## src/rtl/dds_ldr_pkg.sv

```systemverilog
package dds_ldr_pkg;
  typedef enum logic [1:0] {
    ST_IDLE  = 2'd0,
    ST_WAIT  = 2'd1,
    ST_SHIFT = 2'd2,
    ST_HOLD  = 2'd3
  } ldr_state_t;
endpackage

```

## src/rtl/dds_sclk_gen.sv

```systemverilog
module dds_sclk_gen #(
  parameter int SCLK_HALF = 16
) (
  input  logic clk,
  input  logic rst,
  input  logic run,
  output logic sclk,
  output logic fall_evt
);
  localparam int CW = (SCLK_HALF > 1) ? $clog2(SCLK_HALF) : 1;
  localparam logic [CW-1:0] LAST = CW'(SCLK_HALF - 1);

  logic [CW-1:0] cnt;

  always_ff @(posedge clk) begin
    if (rst || !run) begin
      cnt  <= '0;
      sclk <= 1'b0;
    end else if (cnt == LAST) begin
      cnt  <= '0;
      sclk <= ~sclk;
    end else begin
      cnt <= cnt + 1'b1;
    end
  end

  // high phase ends on this edge: data may advance
  assign fall_evt = run && sclk && (cnt == LAST);
endmodule

```

## src/rtl/dds_word_shifter.sv

```systemverilog
module dds_word_shifter #(
  parameter int WORD_W = 40
) (
  input  logic              clk,
  input  logic              rst,
  input  logic              load,
  input  logic [WORD_W-1:0] word_in,
  input  logic              adv,
  output logic              bit_out
);
  logic [WORD_W-1:0] hold_q;

  always_ff @(posedge clk) begin
    if (rst) begin
      hold_q <= '0;
    end else if (load) begin
      hold_q <= word_in;
    end else if (adv) begin
      hold_q <= {hold_q[WORD_W-2:0], 1'b0};
    end
  end

  assign bit_out = hold_q[WORD_W-1];
endmodule

```

## src/rtl/dds_word_loader.sv

```systemverilog
module dds_word_loader
  import dds_ldr_pkg::*;
#(
  parameter int WORD_W    = 40,
  parameter int SCLK_HALF = 16
) (
  input  logic              clk,
  input  logic              rst,
  input  logic              tick_i,
  input  logic              adc_done_i,
  input  logic [WORD_W-1:0] word_i,
  input  logic              word_vld_i,
  output logic              sclk_o,
  output logic              mosi_o,
  output logic              latch_o,
  output logic              adc_start_o,
  output logic              busy_o,
  output logic              overrun_o
);
  localparam int BW = $clog2(WORD_W);
  localparam logic [BW-1:0] LAST_BIT = BW'(WORD_W - 1);

  ldr_state_t     st;
  logic [BW-1:0]  bit_idx;
  logic           fall_evt;
  logic           start_shift;
  logic           shifting;

  assign shifting    = (st == ST_SHIFT);
  assign start_shift = (st == ST_WAIT) && !tick_i && adc_done_i && word_vld_i;

  dds_sclk_gen #(.SCLK_HALF(SCLK_HALF)) u_clkgen (
    .clk      (clk),
    .rst      (rst),
    .run      (shifting),
    .sclk     (sclk_o),
    .fall_evt (fall_evt)
  );

  dds_word_shifter #(.WORD_W(WORD_W)) u_shift (
    .clk     (clk),
    .rst     (rst),
    .load    (start_shift),
    .word_in (word_i),
    .adv     (fall_evt),
    .bit_out (mosi_o)
  );

  always_ff @(posedge clk) begin
    if (rst) begin
      st          <= ST_IDLE;
      latch_o     <= 1'b1;
      adc_start_o <= 1'b0;
      overrun_o   <= 1'b0;
      busy_o      <= 1'b0;
      bit_idx     <= '0;
    end else begin
      adc_start_o <= 1'b0;
      overrun_o   <= 1'b0;
      case (st)
        ST_SHIFT: begin
          if (tick_i) overrun_o <= 1'b1;
          if (fall_evt) begin
            if (bit_idx == LAST_BIT) begin
              st     <= ST_HOLD;
              busy_o <= 1'b0;
            end else begin
              bit_idx <= bit_idx + 1'b1;
            end
          end
        end
        default: begin
          if (tick_i) begin
            latch_o     <= 1'b1;
            adc_start_o <= 1'b1;
            st          <= ST_WAIT;
          end else if (st == ST_WAIT && adc_done_i) begin
            if (word_vld_i) begin
              st      <= ST_SHIFT;
              latch_o <= 1'b0;
              busy_o  <= 1'b1;
              bit_idx <= '0;
            end else begin
              st <= ST_IDLE;
            end
          end
        end
      endcase
    end
  end
endmodule

```

## config.mk

```make
export PLATFORM = sky130hd
export DESIGN_NAME = dds_word_loader
export DESIGN_NICKNAME = d
export VERILOG_FILES = /design/src/rtl/dds_ldr_pkg.sv /design/src/rtl/dds_sclk_gen.sv /design/src/rtl/dds_word_shifter.sv /design/src/rtl/dds_word_loader.sv
export SDC_FILE = /design/constraint.sdc
export NUM_CORES = 1
export LEC_CHECK = 0
export BUFFER_PORTS_ARGS = -buffer_cell sky130_fd_sc_hd__buf_2
export CAP_MARGIN = 0
export CORE_MARGIN = 1
export CORE_UTILIZATION = 40
export CTS_BUF_LIST = sky130_fd_sc_hd__clkbuf_8
export CTS_CLUSTER_SIZE = 10
export DETAILED_ROUTE_END_ITERATION = 8
export GPL_TIMING_DRIVEN = 0
export PLACE_DENSITY = 0.65
export SKIP_LAST_GASP = 1
export SLEW_MARGIN = 20
export SYNTH_ARGS = -nofsm -noshare
export SYNTH_HDL_FRONTEND = slang
export SYNTH_SLANG_ARGS = --single-unit
export TNS_END_PERCENT = 50
```

## constraint.sdc

```tcl
create_clock -name clk -period 2.49 [get_ports clk]
set_input_delay 0.249 -clock clk [delete_from_list [all_inputs] [get_ports clk]]
set_output_delay 0.249 -clock clk [all_outputs]
set_load 0.005 [all_outputs]
```

# Yosys cells after proc, flatten, opt, wreduce, memory -nomap -nowiden

Cells that the tools add are included.

$add $sub $neg: 2
Equal/unequal tests: 8
Muxes and demuxes: 24
Bitwise operators: 2
Reduce and logical (&&, ||, !) cells: 22

Operators with widths:

| operator            | count |
|---|---|
| $mux 40             | 2 |
| $mux 6              | 6 |
| $mux 2              | 6 |
| $mux 1              | 10 |
| $reduce_and 5->1    | 2 |
| $reduce_bool 2->1   | 5 |
| $add 6x1->6 const B | 1 |
| $eq 6x6->1 const B  | 1 |
| $logic_and 1x1->1   | 6 |
| $ne 2x2->1 const B  | 3 |
| $reduce_and 3->1    | 2 |
| $reduce_or 2->1     | 3 |
| $add 4x1->4 const B | 1 |
| $eq 4x4->1 const B  | 1 |
| $reduce_bool 3->1   | 1 |
| $eq 2x1->1 const B  | 1 |
| $eq 2x2->1 const B  | 1 |
| $logic_not 1->1     | 2 |
| $ne 2x1->1 const B  | 1 |
| $not 1->1           | 2 |
| $logic_or 1x1->1    | 1 |

Flip-flop bits (word level): 57
Output and inout bits: 6

# Depth between registers and ports, before layout

Gate-level depths: netlist (run 1).

Word-level depth: 5
Gate-level depth with buffers: 8
Mapped depth without buffers: 5

# Cells and area by module

From an unflattened synthesis (run 1), not the netlist that was laid out.

Cells, all modules: 262
Area, all modules: 2588.7 µm²

By module, submodules not included:

| module           | times used | cells an instance | area an instance (µm²) |
|---|---|---|---|
| dds_word_shifter | 1          | 178               | 1849.3 |
| dds_word_loader  | 1          | 63                | 548.0 |
| dds_sclk_gen     | 1          | 21                | 191.4 |

# Worst setup path before layout (run 1)

No wires, ideal clock.

Path type: register -> register
Start point: register u_clkgen.cnt[0]
End point: register u_shift.hold_q[11]
Data arrival time: 1486 ps
Data required time: 2401 ps
Path slack: 915 ps
Stages on the path, launching flop included: 9
Path buffers: 3
Cell sequence: dfxtp_1 ha_1 and4_1 buf_4 and2_4 buf_6 buf_6 nand2_1 a311oi_2

Cells in the longest elaborated chain, start to end: 3

RTL lines:

| item                               | line                   | RTL |
|---|---|---|
| from (decl)                        | dds_sclk_gen.sv:13     | `logic [CW-1:0] cnt;` |
| from (signal assigned)             | dds_sclk_gen.sv:23     | `cnt <= cnt + 1'b1;` |
| $eq 4x4->1                         | dds_sclk_gen.sv:28     | `assign fall_evt = run && sclk && (cnt == LAST);` |
| $logic_and 1x1->1                  | dds_sclk_gen.sv:28     |  |
| $reduce_bool 2->1 (no source line) | -                      |  |
| to (signal assigned)               | dds_word_shifter.sv:17 | `hold_q <= word_in;` |
| to (signal assigned)               | dds_word_shifter.sv:19 | `hold_q <= {hold_q[WORD_W-2:0], 1'b0};` |
| to (decl)                          | dds_word_shifter.sv:11 | `logic [WORD_W-1:0] hold_q;` |

No other way between the ends.
A chain may end at the register's enable or synchronous reset.

# Final worst setup path (run 1)

Start point: register u_clkgen.cnt[0]
End point: register u_shift.hold_q[1]

Same word-level chain as after synthesis.

==> summary.md, run 1 <==
| Metric | Value |
|---|---|
| Status | `finished with violations` |
| Failing checks | `design-rule violations` |
| Internal | `1.45 mW` |
| ANT nets after route | `0` |
| Final HPWL DP | `4.14 mm` |
| Area grow syn2layout | `19.7%` |
| Vias per Instance | `5.18` |
| Seq/Total Area, Yosys | `41.6%` |
| Mapped Area | `0.00274 mm²` |
| Antenna Cells | `0` |
| # Post-CTS Setup Buffers | `0` |
| Synthesized flop and latch total | `57` |
| Antenna violations before repair | `0` |
| DIE AREA | `0.00719 mm²` |
| Post-layout nets | `421` |
| Initial DRC count | `125` |
| Cell row count | `29` |
| CTS Sinks | `57` |
| Final WL | `6.02 mm` |
| Hold Path Depth | `3` |
| Placer Congestion | `0.799` |
| Switching power | `0.439 mW` |
| Unrepaired setup endpoints after global routing | `no` |
| Number of iterations in the first detailed-routing pass | `6` |
| Post-placement cell count | `440` |
| Cts repair resizes | `0` |
| Syn_area_per_cell | `8.75 µm²` |
| Yosys cell types | `34` |
| CP delay by family, top | `simple AND/OR/NAND/NOR gates` |
| GRT Total Usage | `18.4%` |
| Post-Synthesis Cells | `313` |
| Logic depth of the worst path, buffers included | `7` |
| Worst-case reg-to-reg path depth | `7` |
| CP required | `2730 ps` |
| Worst-path cell chain | `ha_1 -> and4_1 -> buf_4 -> nand2_1 -> buf_2 -> nand2_1 -> a311oi_2` |
| Global-route wire length before repair | `10.4 mm` |
| Via count | `2360` |
| Clk_skew | `1.77 ps` |
| I/O Pins | `51` |
| Ys Warns | `0` |
| Post-synth net total | `360` |
| Crit end category | `flip-flop` |
| Maximum clock path buffer count | `2` |
| Worst skew pair latency | `330 ps` |
| Pins Over Slew Limit | `0` |
| Cell mode on critical path | `nand2_1` |
| Die Span X | `84.8 µm` |
| Final Hold Viols | `0` |
| Sw frac | `23.2%` |
| WS Path Type | `reg -> reg` |
| Critical path fanouts, max | `10` |
| Power per cell area | `577 mW/mm²` |
| DRC errors left | `5` |
| Fraction of layout cells with a size suffix above 1 | `32.2%` |
| Gr ovfl total | `0` |
| Final worst-path cycle share | `72.0%` |
| Final setup violating endpoints | `0` |
| Core Area | `0.00649 mm²` |
| CTS tree | `done` |
| Peak VDD IR | `0.299 mV` |
| WP buf/inv | `2` |
| HP Class | `in -> reg` |
| Least-Margin Pin Slew | `702 ps` |
| Worst stage delay on the critical path | `340 ps` |
| Number of port buffers | `50` |
| Hold buffers post-CTS | `0` |
| Seq pwr share | `50.0%` |
| Largest net degree at the start of global routing | `11` |
| Pleak | `1.20 nW` |
| Fillers | `626` |
| Worst-path clk slew | `60 ps` |
| Fin Setup TNS | `0 ps` |
| Total CTS buffers | `9` |
| Starting Density | `42.2%` |
| Gate power share | `6.6%` |
| DIE HEIGHT | `84.8 µm` |
| CTS HTree Levels | `3` |
| Vias in the first global route | `2284` |
| Critical Path Slowest Stage Cell | `dfxtp_1` |
| Minimum clock period | `1790 ps` |
| Normalized max-slew margin | `53.2%` |
| WP data arrival | `2030 ps` |
| CTS root buf | `clkbuf_8` |
| WL per Instance | `13.2 µm` |
| Clk pwr share | `43.4%` |
| Max_cap viols | `0` |
| Non-filler cells in the finished layout | `456` |
| CP Launch Type | `flip-flop` |
| Fmax | `558 MHz` |
## routing by layer
| layer | track usage (%) | up-vias | wire length [µm] | part of all wire, % |
|---|---|---|---|---|
| met2 | 28.8 | 40 | 2740 | 46 |
| met5 | 0 | - | 0 | 0 |
| met3 | 6.39 | 6 | 212 | 3.5 |
| met4 | 5.55 | 0 | 61 | 1.0 |
| met1 | 23.8 | 1091 | 3010 | 50 |
| li1 | - | 1223 | - | - |
## cell type report
type                       count  area, µm²  area share [%]
multi-input combinational    229       1440            44.0
sequential                    57       1140            34.8
timing repair buffer          50        250            7.63
clock buffer                  13        179            5.46
buffer                        24        145            4.43
tap                           77       96.3            2.94
clock inverter                 3       13.8           0.420
inverter                       3       11.3           0.343
## Yosys cell counts
library cell | number | area (µm²)
a21oi_1 | 8 | 40.0
a22oi_1 | 1 | 7.51
a311oi_2 | 39 | 586
a31oi_1 | 1 | 6.26
and2_1 | 2 | 12.5
and2_4 | 1 | 8.76
and3_1 | 4 | 25.0
and4_1 | 1 | 8.76
buf_2 | 8 | 40.0
buf_4 | 2 | 15.0
buf_6 | 5 | 56.3
clkbuf_1 | 9 | 33.8
dfxtp_1 | 57 | 1140
ha_1 | 2 | 25.0
inv_1 | 3 | 11.3
mux2i_1 | 1 | 10.0
nand2_1 | 90 | 338
nand2b_1 | 1 | 6.26
nand3_1 | 7 | 35.0
nand3b_1 | 1 | 7.51
nand4_1 | 1 | 6.26
nor2_1 | 47 | 176
nor2b_1 | 1 | 6.26
nor3_1 | 3 | 15.0
o211ai_1 | 2 | 15.0
o21a_1 | 1 | 7.51
o21ai_0 | 6 | 30.0
o22ai_1 | 1 | 6.26
o311ai_0 | 1 | 8.76
o31ai_1 | 3 | 22.5
or2_2 | 1 | 6.26
or3b_2 | 1 | 8.76
xnor2_1 | 1 | 8.76
xor2_1 | 1 | 8.76
## state kept, by name (all words and copies together), names as in the netlist
register,count
adc_start_o,1
st,2
bit_idx,6
overrun_o,1
busy_o,1
u_clkgen.cnt,4
u_clkgen.sclk,1
u_shift.hold_q,40
latch_o,1
## final timing paths
kind                                            startpoint                              to  slack (ps)
worst max-delay path            u_clkgen.cnt[0]$_SDFF_PP0_  u_shift.hold_q[1]$_SDFFE_PP0P_         700
worst min-delay path                             word_i[0]  u_shift.hold_q[0]$_SDFFE_PP0P_         200
worst max register to register  u_clkgen.cnt[0]$_SDFF_PP0_  u_shift.hold_q[1]$_SDFFE_PP0P_         700
worst min register to register  u_clkgen.cnt[0]$_SDFF_PP0_      u_clkgen.cnt[0]$_SDFF_PP0_         470
## worst reg2reg max path: cells and delay by family (launching register included)
family,cells,cell delay (ps)
AOI/OAI and AO/OA,1,280
DFF,1,340
buffers and inverters,2,390
and+or+nand+nor,3,440
adders and majority gates,1,250
## layout by cell type (no fill, tap or decap), drive strengths merged
| master | instances |
|---|---|
| a21oi | 8 |
| a22oi | 1 |
| a311oi | 39 |
| a31oi | 1 |
| and2 | 3 |
| and3 | 4 |
| and4 | 1 |
| buf | 65 |
| clkbuf | 22 |
| clkinv | 2 |
| dfxtp | 57 |
| ha | 2 |
| inv | 4 |
| mux2i | 1 |
| nand2 | 90 |
| nand2b | 1 |
| nand3 | 7 |
| nand3b | 1 |
| nand4 | 1 |
| nor2 | 47 |
| nor2b | 1 |
| nor3 | 3 |
| o211ai | 2 |
| o21a | 1 |
| o21ai | 6 |
| o22ai | 1 |
| o311ai | 1 |
| o31ai | 3 |
| or2 | 1 |
| or3b | 1 |
| xnor2 | 1 |
| xor2 | 1 |
## cell families after synthesis
group	share of synthesized area, %
muxes	0.365
DFF	41.6
AOI/OAI and AO/OA	26.6
and+or+nand+nor	24.1
adders and majority gates	0.913
xor gates and xnor gates	0.639
buffers and inverters	5.71
## metrics by stage
stage	hold slack, ps	setup WS [ps]	util, %	cell area [µm²]	power [mW]
6_report	197	698	50.5	3280	1.89
5_1_grt	180	482	50.5	3280	1.99
4_1_cts	181	685	50.5	3280	1.92
3_5_place_dp	459	705	47.5	3090	1.09
3_3_place_gp	448	725	47.5	3090	1.09
2_1_floorplan	387	915	-	2740	1.04
## power groups by stage
stage          sequential, mW  combinational (mW)  clock (mW)
2_1_floorplan           0.964              0.0727           0
3_5_place_dp            0.966               0.126           0
6_report                0.946               0.125       0.822
3_3_place_gp            0.966               0.125           0
4_1_cts                 0.946               0.127       0.847
5_1_grt                 0.949               0.139       0.902
Power figures use the tool's default switching activity.
==> run 2, diff against run 1 <==
- clock period: 2.49 -> 1.8 ns (I/O delays scaled with it)
==> run 2 against run 1 <==
Against the previous run:
- sequential power rose by 38%
- core utilization rose by 0.42 points
- non-clock buffer count did not move
- first-iteration DRC count fell by 18%
- cell count did not move
- design area rose by 0.84%
- maximum frequency rose by 5.2%
- largest cell class unchanged
- routed wire length rose by 0.93%
- combinational power rose by 40%
- sequential share of layout area fell by 0.25 points
- clock power rose by 39%
- the run still ends with design-rule violations left
- critical path type unchanged
==> summary.md, run 2 (same netlist as run 1, synthesis figures left out) <==
| Metric | Value |
|---|---|
| Die Span X | `84.8 µm (unchanged)` |
| WP data arrival | `1950 ps (-80 ps)` |
| Critical Path Slowest Stage Cell | `dfxtp_1` |
| Failing checks | `design-rule violations` |
| Normalized max-slew margin | `52.7% (-0.45 points)` |
| Seq. cell area | `0.00114 mm² (+0.11%)` |
| Total CTS buffers | `9 (unchanged)` |
| GR met3 Demand/Resource | `6.39% (unchanged)` |
| Switching power | `0.613 mW (+40%)` |
| Global-route wire length before repair | `10.4 mm (+0.19%)` |
| Clk pwr share | `43.5% (about the same)` |
| DIE HEIGHT | `84.8 µm (unchanged)` |
| Fillers | `623 (-0.48%)` |
| Unrepaired setup endpoints after global routing | `yes` |
| Least-Margin Pin Slew | `709 ps (+6.71 ps)` |
| Status | `finished with violations` |
| Antenna violations before repair | `0 (unchanged)` |
| # Post-CTS Setup Buffers | `0 (unchanged)` |
| WS Path Type | `reg -> reg` |
| Grt peak-use layer | `met2` |
| Max FFs per register | `40 (unchanged)` |
| Multi-input gate area | `0.00146 mm² (+1.4%)` |
| Post-placement cell count | `440 (unchanged)` |
| Max_cap viols | `0 (unchanged)` |
| CP delay by family, top | `simple AND/OR/NAND/NOR gates` |
| Area grow syn2layout | `20.7%` |
| Crit end category | `flip-flop` |
| GRT Total Usage | `18.4% (+0.042 points)` |
| I/O Pins | `51 (unchanged)` |
| Worst-path cell chain | `ha_4 -> and4_1 -> buf_4 -> and2_4 -> buf_6 -> buf_6 -> nand2_1 -> a311oi_2` |
| Power per cell area | `794 mW/mm² (+38%)` |
| CP required | `2040 ps (-690 ps)` |
| DIE AREA | `0.00719 mm² (unchanged)` |
| Internal | `2.01 mW (+38%)` |
| Fmax | `587 MHz (+5.2%)` |
| Clk_skew | `2.69 ps (+0.923 ps)` |
| Hold buffers post-CTS | `0 (unchanged)` |
| Core Area | `0.00649 mm² (unchanged)` |
| Biggest regs | `u_shift.hold_q (40), bit_idx (6), u_clkgen.cnt (4)` |
| DRC errors left | `5 (unchanged)` |
| Minimum clock period | `1700 ps (-88.6 ps)` |
| CTS root buf | `clkbuf_8` |
| Critical path fanouts, max | `10 (unchanged)` |
| Cell row count | `29 (unchanged)` |
| HP Class | `in -> reg` |
| Via count | `2385 (+1.1%)` |
| Pleak | `1.20 nW (+0.42%)` |
| Cell mode on critical path | `buf_6` |
| Gate power share | `6.6% (about the same)` |
| Number of port buffers | `50 (unchanged)` |
| GRT met2 Usage | `28.8% (-0.074 points)` |
| WHS | `123 ps (-73.8 ps)` |
| Met1 Usage GRT | `24.0% (+0.18 points)` |
| Final HPWL DP | `4.14 mm (unchanged)` |
| Sw frac | `23.3% (+0.17 points)` |
| Post-layout nets | `421 (unchanged)` |
| Peak VDD IR | `0.413 mV (+38%)` |
| Top reg by flops | `u_shift.hold_q` |
| CTS tree | `done` |
| Maximum clock path buffer count | `2 (unchanged)` |
| Final worst-path cycle share | `94.6% (+23 points)` |
| Final WL | `6.08 mm (+0.93%)` |
| Fraction of layout cells with a size suffix above 1 | `33.5% (+1.3 points)` |
| Starting Density | `42.2% (unchanged)` |
| Leading cell type in the layout, fill and taps excluded | `nand2_1` |
| Gr ovfl total | `0 (unchanged)` |
| Final Hold Viols | `0 (unchanged)` |
| Seq pwr share | `49.9% (about the same)` |
| Worst skew pair latency | `330 ps (about the same)` |
| Vias per Instance | `5.23 (+1.1%)` |
| Vias in the first global route | `2283 (-0.044%)` |
| CTS HTree Levels | `3 (unchanged)` |
| ANT nets after route | `0 (unchanged)` |
| Worst stage delay on the critical path | `390 ps (+50 ps)` |
| Worst-path clk slew | `60 ps (about the same)` |
| CTS Sinks | `57 (unchanged)` |
| WP buf/inv | `3 (+1)` |
| Non-filler cells in the finished layout | `456 (unchanged)` |
| WL per Instance | `13.3 µm (+0.93%)` |
| Final setup violating endpoints | `0 (unchanged)` |
| Placer Congestion | `0.799 (unchanged)` |
| Number of iterations in the first detailed-routing pass | `6 (unchanged)` |
| Pins Over Slew Limit | `0 (unchanged)` |
| CP Launch Type | `flip-flop` |
| Initial DRC count | `103 (-18%)` |
| Largest net degree at the start of global routing | `11 (unchanged)` |
| Most frequent cells in the layout | `89 x nand2_1, 56 x buf_2, 56 x dfxtp_1` |
| Antenna Cells | `0 (unchanged)` |
[run 2: stage by stage]
stage / setup TNS [ps] / utilization [%] / cell area (µm²) / setup WS [ps] / power, mW
4_1_cts: 0 / 50.5 / 3280 / 14.6 / 2.66
3_3_place_gp: 0 / 47.5 / 3090 / 34.9 / 1.51
6_report: 0 / 50.9 / 3310 / 96.4 / 2.63
3_5_place_dp: 0 / 47.5 / 3090 / 15.1 / 1.51
2_1_floorplan: 0 / - / 2740 / 225 / 1.43
5_1_grt: -52.3 / 50.9 / 3310 / -46.9 / 2.75
[run 2: timing repair]
item / in CTS / in global routing
gates resized for setup: 1 / 9
hold endpoints to repair: 0 / 0
endpoints found under the setup margin: 1 / 47
[run 2: routing by layer]
metal | share of wire, % | up-vias
li1 | - | 1219
met2 | 47 | 52
met5 | 0 | -
met4 | 0.97 | 0
met1 | 48 | 1108
met3 | 4.2 | 6
[run 2: worst register-to-register path: stages, from the launching register on]
cell      delay (ps)
dfxtp_1          390
ha_4             170
and4_1           190
buf_4            150
and2_4           150
buf_6            110
buf_6            130
nand2_1           70
a311oi_2         250
[run 2: power by group through the flow]
stage | Sequential, mW | Combinational [mW] | Clock [mW]
2_1_floorplan | 1.33 | 0.101 | 0
3_3_place_gp | 1.34 | 0.172 | 0
3_5_place_dp | 1.34 | 0.175 | 0
4_1_cts | 1.31 | 0.176 | 1.17
5_1_grt | 1.31 | 0.194 | 1.25
6_report | 1.31 | 0.175 | 1.14
[run 2: cell type report]
| type | instances | area share, % |
|---|---|---|
| multi-input cells | 229 | 44.2 |
| clock inverters | 3 | 0.416 |
| clock buffers | 13 | 5.41 |
| repair buffers | 50 | 7.57 |
| plain buffers | 24 | 4.58 |
| inverters | 3 | 0.341 |
| flip-flops and latches | 57 | 34.5 |
| well taps | 77 | 2.91 |
[run 2: worst paths after layout]
check	slack (ps)	cells after the start	to	startpoint
setup reg to reg	100	8	u_shift.hold_q[1]$_SDFFE_PP0P_	u_clkgen.cnt[1]$_SDFF_PP0_
setup / recovery	100	8	u_shift.hold_q[1]$_SDFFE_PP0P_	u_clkgen.cnt[1]$_SDFF_PP0_
hold / removal	120	3	u_shift.hold_q[0]$_SDFFE_PP0P_	word_i[0]
hold reg to reg	470	1	u_clkgen.cnt[0]$_SDFF_PP0_	u_clkgen.cnt[0]$_SDFF_PP0_
